File: src/rtl/pci_par_pkg.sv
package pci_par_pkg;
  localparam int unsigned CLR_DET  = 0;
  localparam int unsigned CLR_SERR = 1;
  localparam int unsigned CLR_MDPE = 2;
  localparam int unsigned CLR_W    = 3;

  typedef struct packed {
    logic xsum;     // XOR of AD and C/BE from previous cycle
    logic addr;     // previous cycle was an address phase
    logic dchk;     // previous cycle was a checked data phase
    logic mrd;      // previous cycle was a master read data phase
  } chk_stage_t;
endpackage

File: src/rtl/ppc_capture.sv
module ppc_capture
  import pci_par_pkg::*;
#(
  parameter int unsigned AD_W = 32,
  parameter int unsigned BE_W = 4
) (
  input  logic             clk_i,
  input  logic             rst_ni,
  input  logic [AD_W-1:0]  ad_i,
  input  logic [BE_W-1:0]  cbe_i,
  input  logic             addr_phase_i,
  input  logic             data_phase_i,
  input  logic             write_i,
  input  logic             master_i,
  output logic             xsum_o,
  output chk_stage_t       stage_o
);
  localparam int unsigned BUS_W = AD_W + BE_W;

  logic [BUS_W-1:0] bus;
  logic             tgt_wr, mst_rd;

  assign bus    = {ad_i, cbe_i};
  assign xsum_o = ^bus;
  assign tgt_wr = !master_i &&  write_i;
  assign mst_rd =  master_i && !write_i;

  always_ff @(posedge clk_i or negedge rst_ni) begin
    if (!rst_ni) begin
      stage_o <= '0;
    end else begin
      stage_o.xsum <= xsum_o;
      stage_o.addr <= addr_phase_i;
      stage_o.dchk <= data_phase_i && (tgt_wr || mst_rd);
      stage_o.mrd  <= data_phase_i && mst_rd;
    end
  end
endmodule

File: src/rtl/ppc_pargen.sv
module ppc_pargen (
  input  logic clk_i,
  input  logic rst_ni,
  input  logic xsum_i,
  input  logic rd_drive_i,
  output logic par_o,
  output logic par_oe_o
);
  always_ff @(posedge clk_i or negedge rst_ni) begin
    if (!rst_ni) begin
      par_o    <= 1'b0;
      par_oe_o <= 1'b0;
    end else begin
      par_oe_o <= rd_drive_i;
      if (rd_drive_i) par_o <= xsum_i;
    end
  end
endmodule

File: src/rtl/ppc_report.sv
module ppc_report
  import pci_par_pkg::*;
(
  input  logic             clk_i,
  input  logic             rst_ni,
  input  chk_stage_t       stage_i,
  input  logic             par_i,
  input  logic             addr_phase_i,
  input  logic             perr_resp_i,
  input  logic             serr_en_i,
  input  logic [CLR_W-1:0] clr_i,
  output logic             serr_oe_o,
  output logic             perr_oe_o,
  output logic             no_claim_o,
  output logic             mabort_req_o,
  output logic             det_perr_o,
  output logic             sig_serr_o,
  output logic             mdpe_o
);
  logic par_bad, addr_err, data_err, serr_set, mdpe_set;
  logic hold_q;

  assign par_bad  = stage_i.xsum ^ par_i;
  assign addr_err = stage_i.addr && par_bad;
  assign data_err = stage_i.dchk && par_bad;
  assign serr_set = addr_err && perr_resp_i && serr_en_i;
  assign mdpe_set = data_err && stage_i.mrd && perr_resp_i;

  // suppress DEVSEL# immediately; keep it until a new address phase
  assign no_claim_o = addr_err || hold_q;

  always_ff @(posedge clk_i or negedge rst_ni) begin
    if (!rst_ni) begin
      serr_oe_o    <= 1'b0;
      perr_oe_o    <= 1'b0;
      mabort_req_o <= 1'b0;
      hold_q       <= 1'b0;
      det_perr_o   <= 1'b0;
      sig_serr_o   <= 1'b0;
      mdpe_o       <= 1'b0;
    end else begin
      serr_oe_o    <= serr_set;
      perr_oe_o    <= data_err && perr_resp_i;
      mabort_req_o <= data_err && stage_i.mrd;
      hold_q       <= addr_err || (hold_q && !addr_phase_i);
      det_perr_o   <= (det_perr_o && !clr_i[CLR_DET])  || addr_err || data_err;
      sig_serr_o   <= (sig_serr_o && !clr_i[CLR_SERR]) || serr_set;
      mdpe_o       <= (mdpe_o     && !clr_i[CLR_MDPE]) || mdpe_set;
    end
  end
endmodule

File: src/rtl/pci_parity_guard.sv
module pci_parity_guard
  import pci_par_pkg::*;
#(
  parameter int unsigned AD_W = 32,
  parameter int unsigned BE_W = 4
) (
  input  logic             clk_i,
  input  logic             rst_ni,
  input  logic [AD_W-1:0]  ad_i,
  input  logic [BE_W-1:0]  cbe_i,
  input  logic             par_i,
  input  logic             addr_phase_i,
  input  logic             data_phase_i,
  input  logic             write_i,
  input  logic             master_i,
  input  logic             rd_drive_i,
  input  logic             perr_resp_i,
  input  logic             serr_en_i,
  input  logic [CLR_W-1:0] clr_i,
  output logic             par_o,
  output logic             par_oe_o,
  output logic             serr_n_o,
  output logic             serr_oe_o,
  output logic             perr_n_o,
  output logic             perr_oe_o,
  output logic             no_claim_o,
  output logic             mabort_req_o,
  output logic             det_perr_o,
  output logic             sig_serr_o,
  output logic             mdpe_o
);
  chk_stage_t stage;
  logic       xsum;

  ppc_capture #(.AD_W(AD_W), .BE_W(BE_W)) i_capture (
    .clk_i, .rst_ni, .ad_i, .cbe_i, .addr_phase_i, .data_phase_i,
    .write_i, .master_i, .xsum_o(xsum), .stage_o(stage)
  );

  ppc_pargen i_pargen (
    .clk_i, .rst_ni, .xsum_i(xsum), .rd_drive_i, .par_o, .par_oe_o
  );

  ppc_report i_report (
    .clk_i, .rst_ni, .stage_i(stage), .par_i, .addr_phase_i,
    .perr_resp_i, .serr_en_i, .clr_i, .serr_oe_o, .perr_oe_o,
    .no_claim_o, .mabort_req_o, .det_perr_o, .sig_serr_o, .mdpe_o
  );

  // open-drain: level is low only while enabled
  assign serr_n_o = !serr_oe_o;
  assign perr_n_o = !perr_oe_o;
endmodule

File: config.mk
export PLATFORM = sky130hd
export DESIGN_NAME = pci_parity_guard
export DESIGN_NICKNAME = d
export VERILOG_FILES = /design/src/rtl/pci_par_pkg.sv /design/src/rtl/ppc_capture.sv /design/src/rtl/ppc_pargen.sv /design/src/rtl/ppc_report.sv /design/src/rtl/pci_parity_guard.sv
export SDC_FILE = /design/constraint.sdc
export NUM_CORES = 1
export LEC_CHECK = 0
export ABC_AREA = 1
export BUFFER_PORTS_ARGS = -buffer_cell sky130_fd_sc_hd__buf_2
export CORE_AREA = 5 5 58 60
export CTS_BUF_LIST = sky130_fd_sc_hd__clkbuf_4 sky130_fd_sc_hd__clkbuf_8 sky130_fd_sc_hd__clkbuf_16
export DETAILED_ROUTE_END_ITERATION = 10
export DIE_AREA = 0 0 63 65
export MAX_ROUTING_LAYER = met4
export PLACE_DENSITY = 0.81
export SKIP_CTS_REPAIR_TIMING = 1
export SYNTH_ARGS = -nofsm -noshare
export SYNTH_HDL_FRONTEND = slang
export SYNTH_SLANG_ARGS = --single-unit
File: constraint.sdc
create_clock -name clk_i -period 1.18 [get_ports clk_i]
set_input_delay 0.236 -clock clk_i [delete_from_list [all_inputs] [get_ports clk_i]]
set_output_delay 0.236 -clock clk_i [all_outputs]
set_load 0.02 [all_outputs]
* Word-level counts from Yosys, hierarchy flattened
Cells that the tools add are included.
** Storage, ports and cells
- Bits in registers :: 13
- Bits of input ports :: 49
- Output and inout port bits :: 11
- Logic and storage cells :: 45
** Cells by class
- Bitwise logic cells :: 1
- Reduce and logical (&&, ||, !) cells :: 31
** Operator list (number)
- $reduce_xor A36 Y1 :: 1
- $logic_and A1 B1 Y1 :: 15
- $logic_not A1 Y1 :: 8
- $logic_or A1 B1 Y1 :: 7
- $xor A1 B1 Y1 :: 1

* Longest topological paths before layout
- Depth in word-level cells :: 5
- Gate-level depth with buffers :: 15
- Mapped depth without buffers :: 15

* By module
From an unflattened synthesis, not the netlist that was laid out.
** Unflattened totals
- Cell total of the unflattened synthesis :: 228
- Area, all modules :: 1241.2 sq um
** Modules (own cells, without submodules)
- ppc_capture :: times used 1, cells each 187, area an instance 880.8 sq um, sequential area each 100.1 sq um
- ppc_report :: times used 1, cells each 33, area an instance 287.8 sq um, sequential area each 175.2 sq um
- ppc_pargen :: times used 1, cells each 6, area an instance 65.1 sq um, sequential area each 50.0 sq um
- pci_parity_guard :: times used 1, cells each 2, area an instance 7.5 sq um, sequential area each 0.0 sq um

* Least setup slack after synthesis
OpenSTA, ideal clock, no wires.
- Path type :: input -> register
- Start point :: input port ad_i[25]
- End point :: register i_pargen.par_o
- Library setup time :: 0.116 ns
- Data arrival time :: 1.048 ns
- Data required time :: 1.064 ns
- Setup slack :: 0.016 ns
- Stages :: 12
- Path buffers :: 0
- Cells stage by stage :: xnor2_1 -> inv_1 -> nand2_1 -> nand2_1 -> nand2_2 -> nand2_1 -> nand2_1 -> nand2_1 -> nand3_1 -> nand2_2 -> nand2_1 -> nand2_1
** On the way
- Cells in the longest elaborated chain, start to end :: 1
** RTL lines
- start: declaration :: line pci_parity_guard.sv:9 : input logic [AD_W-1:0] ad_i,
- $reduce_xor A36 Y1 :: line ppc_capture.sv:24 : assign xsum_o = ^bus;
- named net i_capture.xsum_o :: line ppc_capture.sv:15 : output logic xsum_o,
- end signal: assignment :: line ppc_pargen.sv:15 : if (rd_drive_i) par_o <= xsum_i;
- end: declaration :: line ppc_pargen.sv:6 : output logic par_o,
The timed path passes the listed nets, and every way through them passes these cells.
A chain may end at the register's enable or synchronous reset.

* Worst setup path in the final report
- Start point :: register i_capture.stage_o[3] (netlist name)
- End point :: output port no_claim_o
** On the way
- Cells in the longest elaborated chain, start to end :: 3
** RTL lines
- start: declaration :: line ppc_capture.sv:16 : output chk_stage_t stage_o
- $xor A1 B1 Y1 :: line ppc_report.sv:23 : assign par_bad = stage_i.xsum ^ par_i;
- $logic_and A1 B1 Y1 :: line ppc_report.sv:24 : assign addr_err = stage_i.addr && par_bad;
- $logic_or A1 B1 Y1 :: line ppc_report.sv:30 : assign no_claim_o = addr_err || hold_q;
- end: declaration :: line pci_parity_guard.sv:26 : output logic no_claim_o,
No other way between the ends.

==> flow_summary.yaml <==
run:
  maxCapViolCount: 0
floorplanning:
  core-area_um2: 2878
  num_rows: 20
  die-area_um2: 4095
  fp.dieH_um: 65
  start_util_pct: 42.78
  io_pins: 60
  die-width_um: 63
layout:
  multi_input_area_um2: 848.3
  final_common_cell: "nand2_1"
  drive_above_1_share_pct: 37.28
  fin_area_um2: 1707
  postLayoutCoreUtil_pct: 59.30
  num-nets-final: 330
  regArea_um2: 325.3
  area_growth_pct: 38.62
  fillers: 301
  most-common-layout-cells: "nand2_1, buf_2, inv_1"
  antenna_cells: 0
placement:
  place.gp.congestion: 0.6998
  dpl_worst_slack_ns: -0.1921
  dp_hpwl_um: 2212
  port_buffers: 59
  placed_cell_area_um2: 1575
worst_setup_path:
  r2r_slack_ns: 0.20
  path_class: "flop to primary output"
  cp_top_family: "flip-flops"
  crit_chain: "xor2_2, nand2_1, nand2_1, buf_6"
  slowest_stage: "dfrtp_1"
  r2r-start: "i_capture.stage_o[3]$_DFF_PN0_"
  crit_fanout: 2
  worstPathArrival_ns: 1.10
  max_stage_delay_ns: 0.39
  rr_endpoint: "i_report.mdpe_o$_DFF_PN0_"
  crit_cells: 4
  path_common_cell: "nand2_1"
  critPathLaunchType: "flop"
  end_kind: "primary output"
  rr_worst_depth: 5
  cp_num_buf_inv: 1
  cp.required_ns: 0.94
timing:
  fin_ws_ns: -0.1522
  setup-violations-final: 1
  tightest_slew_ns: 0.2694
  hold_viol_final: 0
  slew_headroom_pct: 81.91
  rsz0062_at_grt: "yes"
  fin_setup_tns_ns: -0.1522
  report.final.slew_viol_count: 0
  post-route-period-util_pct: 112.9
  finalClockSkew_ns: 0.002504
  clock.fmax_mhz: 750.6
  final.min_clock_period_ns: 1.332
power_and_ir_drop:
  ir_drop_v: 0.0007952
  leakagePower_nw: 1.095
  finalPower_w: 0.001703
  pwr_density_cell_nw_per_um2: 997.8
yosys:
  synthAdderAreaFrac_pct: 1.016
  netlist-cell-type-count: 15
  netlist_area_um2: 1231
  synth.avg_cell_area_um2: 5.753
  synth_fp_nets: 264
  synth-compound-area-share_pct: 1.931
  synth_simple_gate_area_share_pct: 47.66
  yosysWarnings: 0
  yosys.area_share.xor_xnor_pct: 11.38
  ys_ff_latch: 13
  synth_top_family_by_area: "simple AND/OR/NAND/NOR gates"
  synth_edf_count: 0
  synthFlopType: "dfrtp_1"
  seq_area_frac_synth_pct: 26.42
  synthCells: 214
  ys_async_sr_fraction_pct: 100.0
  synth_mux_area_share_pct: 0
clocking:
  htreeDepth: 1
  cts_sinks: 13
  insertion_delay_ns: 0.27
  tritoncts: "yes"
  cts.reportedPaths.clkPinSlew_ns: 0.08
  cts_max_path_buffers: 2
  root_buffer: "clkbuf_4"
  cts-buffers-inserted: 3
global_routing:
  gr-total-overflow: 0
  grt_usage_pct: 11.87
  grt_max_degree: 14
  grt_pass1_wl_um: 3981
  antenna_found_initial: 0
  grt_pass1_vias: 1057
detailed_routing:
  firstDrtPassIters: 4
  drcViolationCount: 0
  post_drt_via_cell_ratio: 4.311
  wl_per_cell_um: 8.301
  drt_iter0_drc: 31
  ant_nets: 0
  vias: 1345
  wirelength_um: 2590
hold_path:
  min_to: "i_capture.stage_o[2]$_DFF_PN0_"
  hp-start: "addr_phase_i"
  min_path_cells: 1
  hp-class: "input port to flop"
outcome:
  violations: "setup timing"
  outcome: "finished, violations left"
[kinds of logic after synthesis]
family	Yosys count
simple gates	142
flops	13
xor+xnor	16
fa+ha+maj	1
compound gates	4
buf+inv	38
[worst max path at each step]
| stage | from | to | slack, ns |
|---|---|---|---|
| global placement | ad_i[27] | i_pargen.par_o$_DFFE_PN0P_ | -0.16 |
| CTS | i_capture.stage_o[3]$_DFF_PN0_ | no_claim_o | -0.22 |
| floorplan | ad_i[25] | i_pargen.par_o$_DFFE_PN0P_ | 0.02 |
| global route | i_capture.stage_o[3]$_DFF_PN0_ | no_claim_o | -0.22 |
| detailed placement | cbe_i[1] | i_pargen.par_o$_DFFE_PN0P_ | -0.19 |
| finish | i_capture.stage_o[3]$_DFF_PN0_ | no_claim_o | -0.15 |
[cell usage after synthesis, types with 2 or more instances]
master | instances | area [µm²]
inv_1 | 33 | 123.9
nand2_2 | 14 | 87.58
nand2_1 | 117 | 439.2
dfrtp_1 | 13 | 325.3
nand3_2 | 2 | 20.02
inv_2 | 5 | 18.77
o21ai_0 | 2 | 10.01
xnor2_1 | 10 | 87.58
nand3_1 | 3 | 15.01
nor2_1 | 5 | 18.77
xor2_1 | 6 | 52.55
[per-layer routing]
metal / track usage, % / wire length (µm) / vias up
met5: - / 0 / -
met4: 3.979 / 25 / 0
met3: 2.600 / 187 / 4
met2: 21.41 / 1304 / 41
met1: 12.82 / 1073 / 552
li1: - / - / 748
[area by class of cell]
type | count | share of cell area (%)
Clock buffer | 4 | 1.760
Inverter | 38 | 8.358
Multi-Input combinational cell | 163 | 49.71
Sequential cell | 13 | 19.06
Tap cell | 33 | 2.419
Timing Repair Buffer | 61 | 18.69
[state kept, by name, summed over array words and instances (netlist names)]
name,flops
i_report.mabort_req_o,1
i_report.serr_oe_o,1
i_capture.stage_o,4
i_pargen.par_oe_o,1
i_pargen.par_o,1
i_report.hold_q,1
i_report.det_perr_o,1
i_report.sig_serr_o,1
i_report.mdpe_o,1
i_report.perr_oe_o,1
[report_power, final]
group / switching, W / internal, W
clock: 0.000137 / 0.000154
sequential: 0.0000350 / 0.000524
combinational: 0.000499 / 0.000354
[stage by stage]
step                      hold WS [ns]  instances
after floorplan               -0.05959        214
after global placement          0.1296        307
after detailed placement        0.1332        307
after CTS                      -0.1680        311
after global routing           0.07458        312
final                          0.08742        312
Note: power is estimated with default switching activity, not from simulation.
